`src/rtl/wr_unlock_pkg.sv`:
```
package wr_unlock_pkg;

  typedef enum logic [1:0] {
    ST_LOCKED = 2'd0,
    ST_ARMED  = 2'd1,
    ST_OPEN   = 2'd2
  } lock_state_e;

endpackage

```
`src/rtl/ulk_key_match.sv`:
```
module ulk_key_match #(
  parameter int unsigned            ADDR_W     = 8,
  parameter int unsigned            BE_W       = 4,
  parameter logic [ADDR_W-1:0]      KEY_ADDR   = 8'h0C,
  parameter int unsigned            KEY_LANE   = 0,
  parameter logic [7:0]             KEY_FIRST  = 8'h80,
  parameter logic [7:0]             KEY_SECOND = 8'h86
) (
  input  logic [ADDR_W-1:0] addr,
  input  logic [BE_W-1:0]   be,
  input  logic [7:0]        lane_byte,
  output logic              hit_first,
  output logic              hit_second
);

  localparam logic [BE_W-1:0] LANE_MASK = BE_W'(1) << KEY_LANE;

  logic single_key_byte;

  always_comb begin
    single_key_byte = (addr == KEY_ADDR) && (be == LANE_MASK);
    hit_first       = single_key_byte && (lane_byte == KEY_FIRST);
    hit_second      = single_key_byte && (lane_byte == KEY_SECOND);
  end

endmodule

```
`src/rtl/ulk_prot_decode.sv`:
```
module ulk_prot_decode #(
  parameter int unsigned                   ADDR_W     = 8,
  parameter int unsigned                   NUM_PROT   = 3,
  parameter logic [NUM_PROT*ADDR_W-1:0]    PROT_ADDRS = {8'h04, 8'h00, 8'h0C}
) (
  input  logic [ADDR_W-1:0]   addr,
  output logic [NUM_PROT-1:0] sel,
  output logic                any_hit
);

  for (genvar g = 0; g < NUM_PROT; g++) begin : g_cmp
    assign sel[g] = (addr == PROT_ADDRS[g*ADDR_W +: ADDR_W]);
  end

  assign any_hit = |sel;

endmodule

```
`src/rtl/ulk_fsm.sv`:
```
module ulk_fsm
  import wr_unlock_pkg::*;
(
  input  logic        clk,
  input  logic        rst_n,
  input  logic        wr_en,
  input  logic        hit_first,
  input  logic        hit_second,
  output lock_state_e state_q,
  output logic        open_o
);

  lock_state_e state_d;

  always_comb begin
    state_d = state_q;
    if (wr_en) begin
      unique case (state_q)
        ST_LOCKED: state_d = hit_first ? ST_ARMED : ST_LOCKED;
        ST_ARMED: begin
          if (hit_second)     state_d = ST_OPEN;
          else if (hit_first) state_d = ST_ARMED;
          else                state_d = ST_LOCKED;
        end
        ST_OPEN:   state_d = ST_LOCKED;
        default:   state_d = ST_LOCKED;
      endcase
    end
  end

  always_ff @(posedge clk or negedge rst_n) begin
    if (!rst_n) state_q <= ST_LOCKED;
    else        state_q <= state_d;
  end

  assign open_o = (state_q == ST_OPEN);

  p_open_from_armed_r2: assert property (@(posedge clk) disable iff (!rst_n)
    $rose(state_q == ST_OPEN) |-> $past(state_q == ST_ARMED));

  p_open_consumed_r4: assert property (@(posedge clk) disable iff (!rst_n)
    (state_q == ST_OPEN && wr_en) |=> (state_q == ST_LOCKED));

  p_nonkey_restart_r5: assert property (@(posedge clk) disable iff (!rst_n)
    (wr_en && !hit_first && !hit_second && state_q != ST_OPEN) |=> (state_q == ST_LOCKED));

  p_idle_hold_r11: assert property (@(posedge clk) disable iff (!rst_n)
    !wr_en |=> $stable(state_q));

endmodule

```
`src/rtl/wr_unlock_guard.sv`:
```
module wr_unlock_guard
  import wr_unlock_pkg::*;
#(
  parameter int unsigned                ADDR_W     = 8,
  parameter int unsigned                DATA_W     = 32,
  parameter int unsigned                NUM_PROT   = 3,
  parameter logic [NUM_PROT*ADDR_W-1:0] PROT_ADDRS = {8'h04, 8'h00, 8'h0C},
  parameter logic [ADDR_W-1:0]          KEY_ADDR   = 8'h0C,
  parameter int unsigned                KEY_LANE   = 0,
  parameter logic [7:0]                 KEY_FIRST  = 8'h80,
  parameter logic [7:0]                 KEY_SECOND = 8'h86,
  parameter int unsigned                RELOAD_IDX = 0,
  parameter int unsigned                RELOAD_BIT = 8
) (
  input  logic                   clk,
  input  logic                   rst_n,
  input  logic                   wr_en,
  input  logic [ADDR_W-1:0]      wr_addr,
  input  logic [DATA_W/8-1:0]    wr_be,
  input  logic [DATA_W-1:0]      wr_data,
  output logic                   pw_valid,
  output logic [NUM_PROT-1:0]    pw_sel,
  output logic [DATA_W/8-1:0]    pw_be,
  output logic [DATA_W-1:0]      pw_data,
  output logic                   reload_pulse
);

  localparam int unsigned BE_W        = DATA_W / 8;
  localparam int unsigned RELOAD_LANE = RELOAD_BIT / 8;

  logic                hit_first;
  logic                hit_second;
  logic [NUM_PROT-1:0] prot_sel;
  logic                prot_any;
  logic                open;
  lock_state_e         state;

  logic                permit_d;
  logic                reload_d;
  logic [NUM_PROT-1:0] sel_d;

  ulk_key_match #(
    .ADDR_W    (ADDR_W),
    .BE_W      (BE_W),
    .KEY_ADDR  (KEY_ADDR),
    .KEY_LANE  (KEY_LANE),
    .KEY_FIRST (KEY_FIRST),
    .KEY_SECOND(KEY_SECOND)
  ) u_key (
    .addr      (wr_addr),
    .be        (wr_be),
    .lane_byte (wr_data[KEY_LANE*8 +: 8]),
    .hit_first (hit_first),
    .hit_second(hit_second)
  );

  ulk_prot_decode #(
    .ADDR_W    (ADDR_W),
    .NUM_PROT  (NUM_PROT),
    .PROT_ADDRS(PROT_ADDRS)
  ) u_dec (
    .addr   (wr_addr),
    .sel    (prot_sel),
    .any_hit(prot_any)
  );

  ulk_fsm u_fsm (
    .clk       (clk),
    .rst_n     (rst_n),
    .wr_en     (wr_en),
    .hit_first (hit_first),
    .hit_second(hit_second),
    .state_q   (state),
    .open_o    (open)
  );

  // Next-state of the grant outputs.
  always_comb begin
    permit_d = wr_en && open && prot_any;
    sel_d    = permit_d ? prot_sel : '0;
    reload_d = permit_d && prot_sel[RELOAD_IDX]
               && wr_be[RELOAD_LANE] && wr_data[RELOAD_BIT];
  end

  // Strobes and select: updated every cycle.
  always_ff @(posedge clk or negedge rst_n) begin
    if (!rst_n) begin
      pw_valid     <= 1'b0;
      pw_sel       <= '0;
      reload_pulse <= 1'b0;
    end else begin
      pw_valid     <= permit_d;
      pw_sel       <= sel_d;
      reload_pulse <= reload_d;
    end
  end

  // Payload: loaded only on a granted write.
  always_ff @(posedge clk or negedge rst_n) begin
    if (!rst_n) begin
      pw_be   <= '0;
      pw_data <= '0;
    end else if (permit_d) begin
      pw_be   <= wr_be;
      pw_data <= wr_data;
    end
  end

  p_single_grant_r4: assert property (@(posedge clk) disable iff (!rst_n)
    pw_valid |=> !pw_valid);

  p_sel_onehot_r2: assert property (@(posedge clk) disable iff (!rst_n)
    pw_valid |-> ($countones(pw_sel) == 1));

  p_reload_gated_r9: assert property (@(posedge clk) disable iff (!rst_n)
    reload_pulse |-> (pw_valid && pw_sel[RELOAD_IDX]));

  p_grant_needs_open_r3: assert property (@(posedge clk) disable iff (!rst_n)
    $rose(pw_valid) |-> $past(state == ST_OPEN));

endmodule

```
`config.mk`:
```
export PLATFORM = sky130hd
export DESIGN_NAME = wr_unlock_guard
export DESIGN_NICKNAME = d
export VERILOG_FILES = /design/src/rtl/wr_unlock_pkg.sv /design/src/rtl/ulk_key_match.sv /design/src/rtl/ulk_prot_decode.sv /design/src/rtl/ulk_fsm.sv /design/src/rtl/wr_unlock_guard.sv
export SDC_FILE = /design/constraint.sdc
export NUM_CORES = 1
export LEC_CHECK = 0
export BUFFER_PORTS_ARGS = -buffer_cell sky130_fd_sc_hd__buf_2
export CORE_ASPECT_RATIO = 1.1
export CORE_UTILIZATION = 49
export DETAILED_ROUTE_END_ITERATION = 10
export PLACE_DENSITY = 0.84
export SLEW_MARGIN = 15
export SYNTH_ARGS = -nofsm -noshare
export SYNTH_HDL_FRONTEND = slang
export SYNTH_SLANG_ARGS = --single-unit
```
`constraint.sdc`:
```
create_clock -name clk -period 2.27 [get_ports clk]
set_clock_uncertainty 0.05 [all_clocks]
set_input_delay 0.454 -clock clk [delete_from_list [all_inputs] [get_ports clk]]
set_output_delay 0.454 -clock clk [all_outputs]
set_load 0.02 [all_outputs]
```
Word-level counts from Yosys, hierarchy flattened
Index checks and enable logic that the tools add are counted.
{"block": "totals", "ff_bits": 43, "input_bits": 47, "out_inout_bits": 41, "word_cells": 28}
{"block": "op_classes", "eq_ne": 7, "muxes": 4, "n_reduce_logical": 11}
{"cell": "8-bit equality test, second input constant", "count": 2}
{"cell": "8-bit by 3-bit equality test with 1-bit output, second input constant", "count": 1}
{"cell": "8-bit by 4-bit equality test with 1-bit output, second input constant", "count": 1}
{"cell": "1-bit logical AND", "count": 8}
{"cell": "8-bit logical NOT", "count": 1}
{"cell": "4-bit by 1-bit equality test with 1-bit output, second input constant", "count": 1}
{"cell": "2-bit case mux with 2 select lines", "count": 1}
{"cell": "3-bit two-way mux", "count": 1}
{"cell": "3-bit OR reduction", "count": 1}
{"cell": "2-bit by 1-bit equality test with 1-bit output, second input constant", "count": 1}
{"cell": "2-bit equality test, second input constant", "count": 1}
{"cell": "2-bit logical NOT", "count": 1}
{"cell": "2-bit two-way mux", "count": 1}
{"cell": "1-bit two-way mux", "count": 1}

Longest topological paths before layout
Gate-level depths: netlist of run 1.
{"block": "depth", "word_depth": 6, "mapped_depth": 4, "depth_no_buf": 3}

Modules after synthesis
Synthesis of run 1 repeated with hierarchy kept, for this count alone.
{"block": "unflattened", "cells_unflattened": 112, "hier_area_um2": 1856.8}
{"module": "wr_unlock_guard", "instances": 1, "cells_per_inst": 86, "area_per_inst_um2": 1626.6, "seq_area_each_um2": 1026.0}
{"module": "ulk_fsm", "instances": 1, "cells_per_inst": 9, "area_per_inst_um2": 91.3, "seq_area_each_um2": 50.0}
{"module": "ulk_key_match", "instances": 1, "cells_per_inst": 9, "area_per_inst_um2": 73.8, "seq_area_each_um2": 0.0}
{"module": "ulk_prot_decode", "instances": 1, "cells_per_inst": 8, "area_per_inst_um2": 65.1, "seq_area_each_um2": 0.0}

Least setup slack after synthesis of run 1
Ideal clock, no wire load.
{"block": "synth_timing", "kind": "input-to-reg", "from": "input port wr_addr[7]", "to": "register pw_be[0]", "setup_time_ps": 125, "arrival_time_ps": 1537, "required_ps": 2095, "slack_ps": 558, "cell_stages": 4, "path_buffers": 1, "cell_sequence": "nor4_4 > nand4_4 > buf_6 > mux2_4"}
{"block": "synth_via", "elab_chain_len": 3, "elab_cells_between_ends": 5, "classes_between": "2 x eq/ne; 3 x reduce/logical"}
{"element": "start, declared", "line": "wr_unlock_guard.sv:18", "source": "input logic [ADDR_W-1:0] wr_addr,"}
{"element": "8-bit by 4-bit equality test with 1-bit output, or another cell as far along", "line": "ulk_prot_decode.sv:12", "source": "assign sel[g] = (addr == PROT_ADDRS[g*ADDR_W +: ADDR_W]);"}
{"element": "3-bit OR reduction (*)", "line": "ulk_prot_decode.sv:15", "source": "assign any_hit = |sel;"}
{"element": "1-bit logical AND (*)", "line": "wr_unlock_guard.sv:79", "source": "permit_d = wr_en && open && prot_any;"}
{"element": "end signal, assigned", "line": "wr_unlock_guard.sv:104", "source": "pw_be <= wr_be;"}
{"element": "end, declared", "line": "wr_unlock_guard.sv:23", "source": "output logic [DATA_W/8-1:0] pw_be,"}
Mark *: on every way between the ends. The rest lies on a longest branch, timed or not.
A chain may end at the register's enable or synchronous reset.

Final worst setup path of run 1
{"block": "layout_timing", "from": "register u_fsm.state_q[1]", "to": "register pw_data[13]"}
{"block": "layout_via", "elab_chain_len": 3}
{"element": "start, declared", "line": "ulk_fsm.sv:9", "source": "output lock_state_e state_q,"}
{"element": "start signal, assigned", "line": "ulk_fsm.sv:33", "source": "else state_q <= state_d;"}
{"element": "2-bit equality test", "line": "ulk_fsm.sv:36", "source": "assign open_o = (state_q == ST_OPEN);"}
{"element": "1-bit logical AND (2 in a row)", "line": "wr_unlock_guard.sv:79"}
{"element": "end signal, assigned", "line": "wr_unlock_guard.sv:105", "source": "pw_data <= wr_data;"}
{"element": "end, declared", "line": "wr_unlock_guard.sv:24", "source": "output logic [DATA_W-1:0] pw_data,"}
No other way between the ends.

==> results of run 1 <==
-- registers in the layout, summed over array words and instances, names as in the netlist --
register	cells
pw_data	32
pw_be	4
pw_sel	3
u_fsm.state_q	2
pw_valid	1
reload_pulse	1
-- cells in the final DEF, fill, tap and decap left out, types with 2 or more instances in the layout --
cell,count
nand3_1,3
nand2_1,3
o22ai_1,2
dfrtp_1,43
buf_2,87
buf_4,3
nand4_1,2
mux2_2,6
clkbuf_4,5
inv_1,2
nor2_1,4
mux2_4,30
nor3_1,2
-- final timing paths --
path / to / cells past startpoint
max in group asynchronous: pw_data[6]$_DFFE_PN0P_ / 2
worst max register to register: pw_data[13]$_DFFE_PN0P_ / 4
min in group clk: pw_sel[1]$_DFF_PN0_ / 2
worst min register to register: pw_data[12]$_DFFE_PN0P_ / 1
worst max-delay path: pw_data[13]$_DFFE_PN0P_ / 4
worst min-delay path: pw_sel[2]$_DFF_PN0_ / 2
-- synth_stat cells --
library cell and instances:
dfrtp_1 43, mux2_4 30, mux2_2 6, nor2_1 4, buf_6 3, nand2_1 3
nand3_1 3, inv_1 2, nand4_1 2, nor3_1 2, o22ai_1 2, and2_1 1
and3_1 1, and3b_1 1, nand2b_1 1, nand4_4 1, nor3b_1 1, nor4_1 1
nor4_4 1, nor4b_1 1, nor4bb_1 1
-- stage by stage --
step	worst slack, ps	hold slack [ps]	cells	util, %	total power, mW
2_1_floorplan	558	108	110	-	0.797
3_3_place_gp	394	436	245	66.8	0.862
3_5_place_dp	338	436	245	66.8	0.863
4_1_cts	561	113	253	68.4	1.21
5_1_grt	509	131	253	68.4	1.26
6_report	571	99.8	253	68.4	1.19
-- kinds of logic after synthesis --
| logic type | after synthesis | synth area share [%] |
|---|---|---|
| compound gates | 2 | 0.690 |
| flops | 43 | 59.3 |
| simple gates | 24 | 9.17 |
| mux | 36 | 28.6 |
| buf+inv | 5 | 2.28 |
-- worst max-delay path: cells and delay by family (launching register included) --
family	cells	cell delay, ps
flip-flops	1	420
AND/OR/NAND/NOR	2	340
buffers and inverters	1	380
multiplexers	1	390
-- routing by layer --
| metal | global-route usage [%] | vias to the layer above | part of all wire, % |
|---|---|---|---|
| met1 | 21.5 | 606 | 40 |
| li1 | - | 580 | - |
| met4 | 8.72 | 0 | 1.2 |
| met2 | 33.5 | 53 | 52 |
| met3 | 5.09 | 4 | 6.6 |
| met5 | 0 | - | 0 |
-- power by group --
part / internal (mW) / switching (mW) / total [mW] / leakage [nW]
Sequential: 0.767 / 0.000773 / 0.768 / 0.601
Clock: 0.120 / 0.225 / 0.344 / 0.0282
Combinational: 0.0374 / 0.0412 / 0.0786 / 0.792
Total: 0.924 / 0.267 / 1.19 / 1.42
-- cell type report --
type,instances,area [um^2],share of cell area (%)
Sequential cell,43,1080,45.7
Multi-Input combinational cell,62,697,29.6
Timing Repair Buffer,90,458,19.5
Tap cell,48,60.1,2.55
Clock buffer,6,41.3,1.76
Clock inverter,2,12.5,0.532
Inverter,2,7.51,0.319
==> results.md, run 1 <==
- Status: finished clean
- Yosys top cell area share: 59.3%
- CTS Sinks: 43
- Crit-path max FO: 24
- Die width: 60.0 um
- Final worst-path cycle share: 74.8%
- Total Negative Setup Slacks: 0 ps
- CP Cell Sequence: and3b_1 -> nand4_4 -> buf_4 -> mux2_2
- CTS H-tree depth: 2
- Hold Buf Count CTS: 0
- Worst setup EP type: flop
- Power density over the cells: 506 mW/mm^2
- Chip height: 65.8 um
- Max-slew violations: 0
- Largest net degree at the start of global routing: 44
- RSZ-0062 raised after global routing: no
- Clk buf depth: 2
- CP max stage delay: 420 ps
- Top post-synthesis cells by area: dfrtp_1 (59%), mux2_4 (25%), mux2_2 (3.7%), buf_6 (1.9%), nand4_4 (1.2%)
- Sequential area share after synthesis: 59.3%
- Setup violators final: 0
- Total wire length: 3.45 mm
- Starting Density: 52.7%
- RePlAce Congestion: 0.749
- Peak supply drop: 0.337 mV
- Fillers: 253
- #FFs+latches synth: 43
- Antenna-violating nets left: 0
- Crit-path slowest cell: dfrtp_1
- Wirelength per Cell: 13.6 um
- Area Overhead vs Synth: 29.7%
- Number of antenna repair diodes: 0
- Startpoint Class: flop
- First-pass GRT wire length: 5.40 mm
- R2R setup slack: 570 ps
- Fin. Hold Viols: 0
- CP startpoint: u_fsm.state_q[1]$_DFFE_PN0P_
- Final HPWL DP: 2.67 mm
- RR Startpoint: u_fsm.state_q[1]$_DFFE_PN0P_
- Postcts setup bufs: 0
- 1st-pass router iterations: 4
- Number of max-cap violations: 0
- Clk root buf: clkbuf_4
- Hold WC Path Type: input port to asynchronous set/reset pin
- IO Port Bufs: 87
- Synth area leader: dfrtp_1
- Nets: 251
- Die Area: 0.00395 mm^2
- Initial antenna violation count: 0
- Drt first-iter violations: 55
- Post-Syn Area per Cell: 16.5 um^2
- Clock tree from TritonCTS: built
- Clk slew on worst S/H paths: 120 ps
- Residual DRC count: 0
- Vias/cell: 4.91
- Post-Place Cell Area: 0.00230 mm^2
- CTS buffer count: 5
- LEAKAGE: 1.42 nW
- Mapped Nets: 157
- Ys Warns: 0
- Fraction of layout cells with a size suffix above 1: 65.9%
- Final min period: 1700 ps
- Worst slew margin: 65.4%
- Tightest Pin Transition: 519 ps
- Vias in the first global route: 1,209
- Rows: 22
- Max Fclk: 589 MHz
- Post_cts resized: 0
- Clk Latency, worst-skew pair: 320 ps
- Core area: 0.00344 mm^2
- Final Cell Area: 0.00235 mm^2
- Synth unique cells: 21
- Tot GR Track Use: 19.2%
- I/O Pins: 88
- Netlist Area Pre-Place: 0.00181 mm^2
- DR vias: 1,243
- Required @ worst endpoint: 2440 ps
- WS Path Type: flop to flop
- Post-Synthesis Cells: 110
- Grt total ovfl: 0
- Crit path DAT: 1870 ps
Power figures use the tool's default switching activity.
==> inputs of run 2 (changes only) <==
CORE_UTILIZATION = 45   (was 49)
PLACE_DENSITY = 0.78   (was 0.84)
clock period = 1.75 ns   (was 2.27 ns; I/O delays follow)
==> run 2 against run 1 <==
Global-route usage down 0.92 points. Wire length is 9.6% higher. Clock power increased by 110%. Largest power group unchanged. Clock-buffer cell count is the same. Die area is 8.6% higher. Critical path type unchanged. Setup slack worse by 350 ps. Via count fell by 0.64%. Core utilization decreased by 3.0 points. Cell count increased by 1.2%.
==> results.md, run 2 (synthesis gave the netlist of run 1 again) <==
- Status: finished clean
- LEAKAGE: 1.47 nW
- Postcts setup bufs: 0
- Residual DRC count: 0
- CTS Sinks: 43
- Setup violators final: 0
- Clk root buf: clkbuf_8
- Max-slew violations: 0
- Required @ worst endpoint: 1870 ps
- Grt total ovfl: 0
- Largest register FFs: 32
- Worst slew margin: 65.2%
- DR vias: 1,235
- CTS H-tree depth: 2
- I/O Pins: 88
- First-pass GRT wire length: 5.87 mm
- RSZ-0062 raised after global routing: no
- Top flop regs: pw_data x32, pw_be x4, pw_sel x3
- Final min period: 1520 ps
- Biggest register: pw_data
- Largest net degree at the start of global routing: 44
- R2r endpoint: pw_be[1]$_DFFE_PN0P_
- Commonest non-fill, non-tap cell in the layout: buf_2
- Initial antenna violation count: 0
- Tot GR Track Use: 18.3%
- Cell-internal power: 1.46 mW
- Most frequent cells in the layout: buf_2 (87), dfrtp_1 (43), mux2_4 (30)
- Fin. Hold Viols: 0
- Wirelength per Cell: 14.8 um
- Worst setup EP type: flop
- Antenna-violating nets left: 0
- Net Sw Frac: 19.8%
- Startpoint Class: flop
- Number of max-cap violations: 0
- Max Fclk: 656 MHz
- Post_cts resized: 0
- Tightest Pin Transition: 517 ps
- RePlAce Congestion: 0.780
- R2R setup slack: 230 ps
- Rows: 23
- Final worst-path cycle share: 87.1%
- Clk pwr share: 39.7%
- Fraction of layout cells with a size suffix above 1: 66.0%
- Crit-path max FO: 20
- Die width: 62.5 um
- Comb pwr share: 5.8%
- Seq pwr share: 54.6%
- CTS buffer count: 5
- Peak supply drop: 0.562 mV
- Core area: 0.00374 mm^2
- Final HPWL DP: 2.81 mm
- Area Overhead vs Synth: 34.7%
- CP startpoint: u_fsm.state_q[0]$_DFFE_PN0P_
- Total wire length: 3.78 mm
- Clock tree from TritonCTS: built
- Starting Density: 48.5%
- RR Startpoint: u_fsm.state_q[0]$_DFFE_PN0P_
- Crit path DAT: 1640 ps
- Number of antenna repair diodes: 0
- Vias in the first global route: 1,237
- Clk slew on worst S/H paths: 70 ps
- Total Negative Setup Slacks: 0 ps
- Clk buf depth: 2
- Net switching power: 0.361 mW
- Vias/cell: 4.82
- Hold Buf Count CTS: 0
- WS Path Type: flop to flop
- Power density over the cells: 747 mW/mm^2
- Hold WC Path Type: input port to asynchronous set/reset pin
- CP Capture Point: pw_be[1]$_DFFE_PN0P_
- Total Power: 1.82 mW
- Die Area: 0.00429 mm^2
- Worst R2R Path Depth: 4
- Clk Latency, worst-skew pair: 280 ps
- Drt first-iter violations: 56
- IO Port Bufs: 87
- 1st-pass router iterations: 4
- Chip height: 68.6 um
- Nets: 253
run 2: changes by cell type in the layout (fill, tap and decap cells not counted):
cell	change
buf_12	+2
clkbuf_4	-5
clkinvlp_4	-1
clkinv_2	-1
bufinv_16	+1
clkbuf_8	+5
run 2: worst min path at each step:
stage | endpoint | cells past startpoint
after floorplan | pw_be[0]$_DFFE_PN0P_ | 0
after global placement | pw_sel[1]$_DFF_PN0_ | 2
after detailed placement | reload_pulse$_DFF_PN0_ | 2
after CTS | u_fsm.state_q[1]$_DFFE_PN0P_ | 2
after global routing | pw_data[8]$_DFFE_PN0P_ | 2
final | pw_sel[0]$_DFF_PN0_ | 2
run 2: per-layer routing:
metal  track usage (%)  part of all wire, %
met4              9.59                  2.2
met5                 0                    0
met1              22.0                   41
met3              4.44                  5.0
met2              31.0                   52
run 2: metrics by stage:
| step | std cells | hold slack [ps] | setup WS (ps) | utilization (%) | cell area (um^2) |
|---|---|---|---|---|---|
| after floorplan | 110 | 4.41 | 142 | - | 1810 |
| after global placement | 249 | 395 | 101 | 62.6 | 2340 |
| after detailed placement | 249 | 397 | 65.6 | 62.6 | 2340 |
| after CTS | 256 | 86.6 | 220 | 65.3 | 2440 |
| after global routing | 256 | 112 | 169 | 65.3 | 2440 |
| final | 256 | 70.6 | 225 | 65.3 | 2440 |
run 2: power groups by stage:
stage	clock network [mW]	logic (mW)	registers, mW
after floorplan	0	0.0157	1.02
after global placement	0	0.105	1.02
after detailed placement	0	0.107	1.02
after CTS	0.742	0.108	0.996
after global routing	0.792	0.118	0.996
final	0.724	0.105	0.996
run 2: layout make-up:
type                    count  area (um^2)
well taps                  50         62.6
clock inverters             1         30.0
repair buffers             92          498
inverters                   2         7.51
multi-input cells          62          697
fillers                   323         1300
flip-flops and latches     43         1080
clock buffers               6         72.6
run 2: critical path: stages (launching register included):
cell and delay (ps):
dfrtp_1 390, and3b_1 290, nand4_4 150, buf_12 210, mux2_4 310
==> inputs of run 3 (changes only) <==
RECOVER_POWER = 25   (was default)
==> run 3 against run 2 <==
Via count increased by 0.49%. Register-to-register slack about the same. Setup slack improved by 2.6 ps. Clock-buffer cell count unchanged. Clock power about the same. Critical path depth unchanged. First-iteration DRC count decreased by 1.8%. Sequential power about the same. Fmax increased by 0.17%. Global-route usage unchanged. Non-clock buffer count unchanged.
==> results.md, run 3 (synthesis gave the netlist of run 1 again) <==
- Area Overhead vs Synth: 34.6%
- Commonest non-fill, non-tap cell in the layout: buf_2
- Worst slew margin: 32.4%
- Clk Latency, worst-skew pair: 280 ps
- DR vias: 1,241
- Vias in the first global route: 1,237
- Nets: 253
- Final min period: 1520 ps
- CTS buffer count: 5
- Final Cell Area: 0.00244 mm^2
- Worst setup EP type: flop
- Hold Buf Count CTS: 0
- Max-slew violations: 0
- WS Path Type: flop to flop
- Drt first-iter violations: 55
- Wirelength per Cell: 14.8 um
- Grt total ovfl: 0
- Clock tree from TritonCTS: built
- Die Area: 0.00429 mm^2
- Final non-filler cell total: 256
- Max Fclk: 657 MHz
- Status: finished clean
- Number of antenna repair diodes: 0
- LEAKAGE: 1.47 nW
- Fraction of layout cells with a size suffix above 1: 66.0%
- Starting Density: 48.5%
- Clk slew on worst S/H paths: 70 ps
- Setup violators final: 0
- Post-Place Cell Area: 0.00234 mm^2
- 1st-pass router iterations: 4
- Total Negative Setup Slacks: 0 ps
- Required @ worst endpoint: 1870 ps
- Most frequent cells in the layout: buf_2 (87), dfrtp_1 (43), mux2_4 (30)
- Vias/cell: 4.85
- Final HPWL DP: 2.81 mm
- Startpoint Class: flop
- Fillers: 324
- Power density over the cells: 747 mW/mm^2
- Tot GR Track Use: 18.3%
- Final worst-path cycle share: 87.0%
- Peak supply drop: 0.562 mV
- IO Port Bufs: 87
- Residual DRC count: 0
- Core area: 0.00374 mm^2
- CTS H-tree depth: 2
- RSZ-0062 raised after global routing: no
- Crit path DAT: 1640 ps
- Postcts setup bufs: 0
- I/O Pins: 88
- Hold Path Cell Cnt: 2
- Fin. Hold Viols: 0
- Chip height: 68.6 um
- Total wire length: 3.78 mm
- Largest net degree at the start of global routing: 44
- Hold WC Path Type: input port to flop
- Rows: 23
- Biggest register: pw_data
- Tightest Pin Transition: 1010 ps
- Crit-path max FO: 20
- Largest register FFs: 32
- Placed instance count: 249
- Number of max-cap violations: 0
- Worst R2R Path Depth: 4
- First-pass GRT wire length: 5.87 mm
- Clk root buf: clkbuf_8
- Clk buf depth: 2
- Antenna-violating nets left: 0
- RePlAce Congestion: 0.780
- Top flop regs: pw_data x32, pw_be x4, pw_sel x3
- Post_cts resized: 0
- CTS Sinks: 43
- Die width: 62.5 um
- Initial antenna violation count: 0
-- run 3: cell count changes in the layout (fill, tap and decap cells not counted), sizes merged --
| cell | previous run | this run |
|---|---|---|
| buf | 92 | 91 |
| clkbuf | 6 | 7 |
-- run 3: critical path, stage by stage (launching register included) --
cell and delay (ps):
dfrtp_1 390, and3b_1 290, nand4_4 150, buf_12 210, mux2_4 310
-- run 3: worst paths after layout --
kind / start / end / slack [ps]
setup / recovery: u_fsm.state_q[0]$_DFFE_PN0P_ / pw_be[1]$_DFFE_PN0P_ / 230
hold / removal: wr_addr[2] / pw_sel[1]$_DFF_PN0_ / 220
setup reg to reg: u_fsm.state_q[0]$_DFFE_PN0P_ / pw_be[1]$_DFFE_PN0P_ / 230
hold reg to reg: pw_data[16]$_DFFE_PN0P_ / pw_data[16]$_DFFE_PN0P_ / 460
max in group asynchronous: rst_n / pw_data[29]$_DFFE_PN0P_ / 770
min in group asynchronous: rst_n / pw_sel[0]$_DFF_PN0_ / 260
-- run 3: metrics by stage --
| stage | utilization (%) | power, mW | setup slack, ps | hold WS [ps] |
|---|---|---|---|---|
| final | 65.3 | 1.82 | 228 | 215 |
| after floorplan | - | 1.03 | 142 | 4.41 |
| after CTS | 65.3 | 1.84 | 220 | 86.6 |
| after global placement | 62.6 | 1.12 | 101 | 395 |
| after global routing | 65.3 | 1.90 | 169 | 221 |
| after detailed placement | 62.6 | 1.12 | 65.6 | 397 |
-- run 3: metal layers --
layer | vias up | track usage, % | wire (um)
li1 | 581 | - | -
met1 | 607 | 22.0 | 1550
met2 | 44 | 31.0 | 1950
met3 | 9 | 4.44 | 189
met4 | 0 | 9.59 | 85
met5 | - | 0 | 0
-- run 3: layout make-up --
type,instances,area [um^2],area share (%)
multi-input combinational,62,697,28.5
clock inverter,1,30.0,1.23
sequential,43,1080,44.1
clock buffer,6,72.6,2.97
tap,50,62.6,2.56
inverter,2,7.51,0.308
timing repair buffer,92,495,20.3
-- run 3: report_power, final --
group / internal [mW] / leakage [nW] / total [mW] / switching, mW
Clock: 0.418 / 0.0513 / 0.724 / 0.306
Combinational: 0.0498 / 0.815 / 0.104 / 0.0543
Sequential: 0.995 / 0.601 / 0.996 / 0.00103
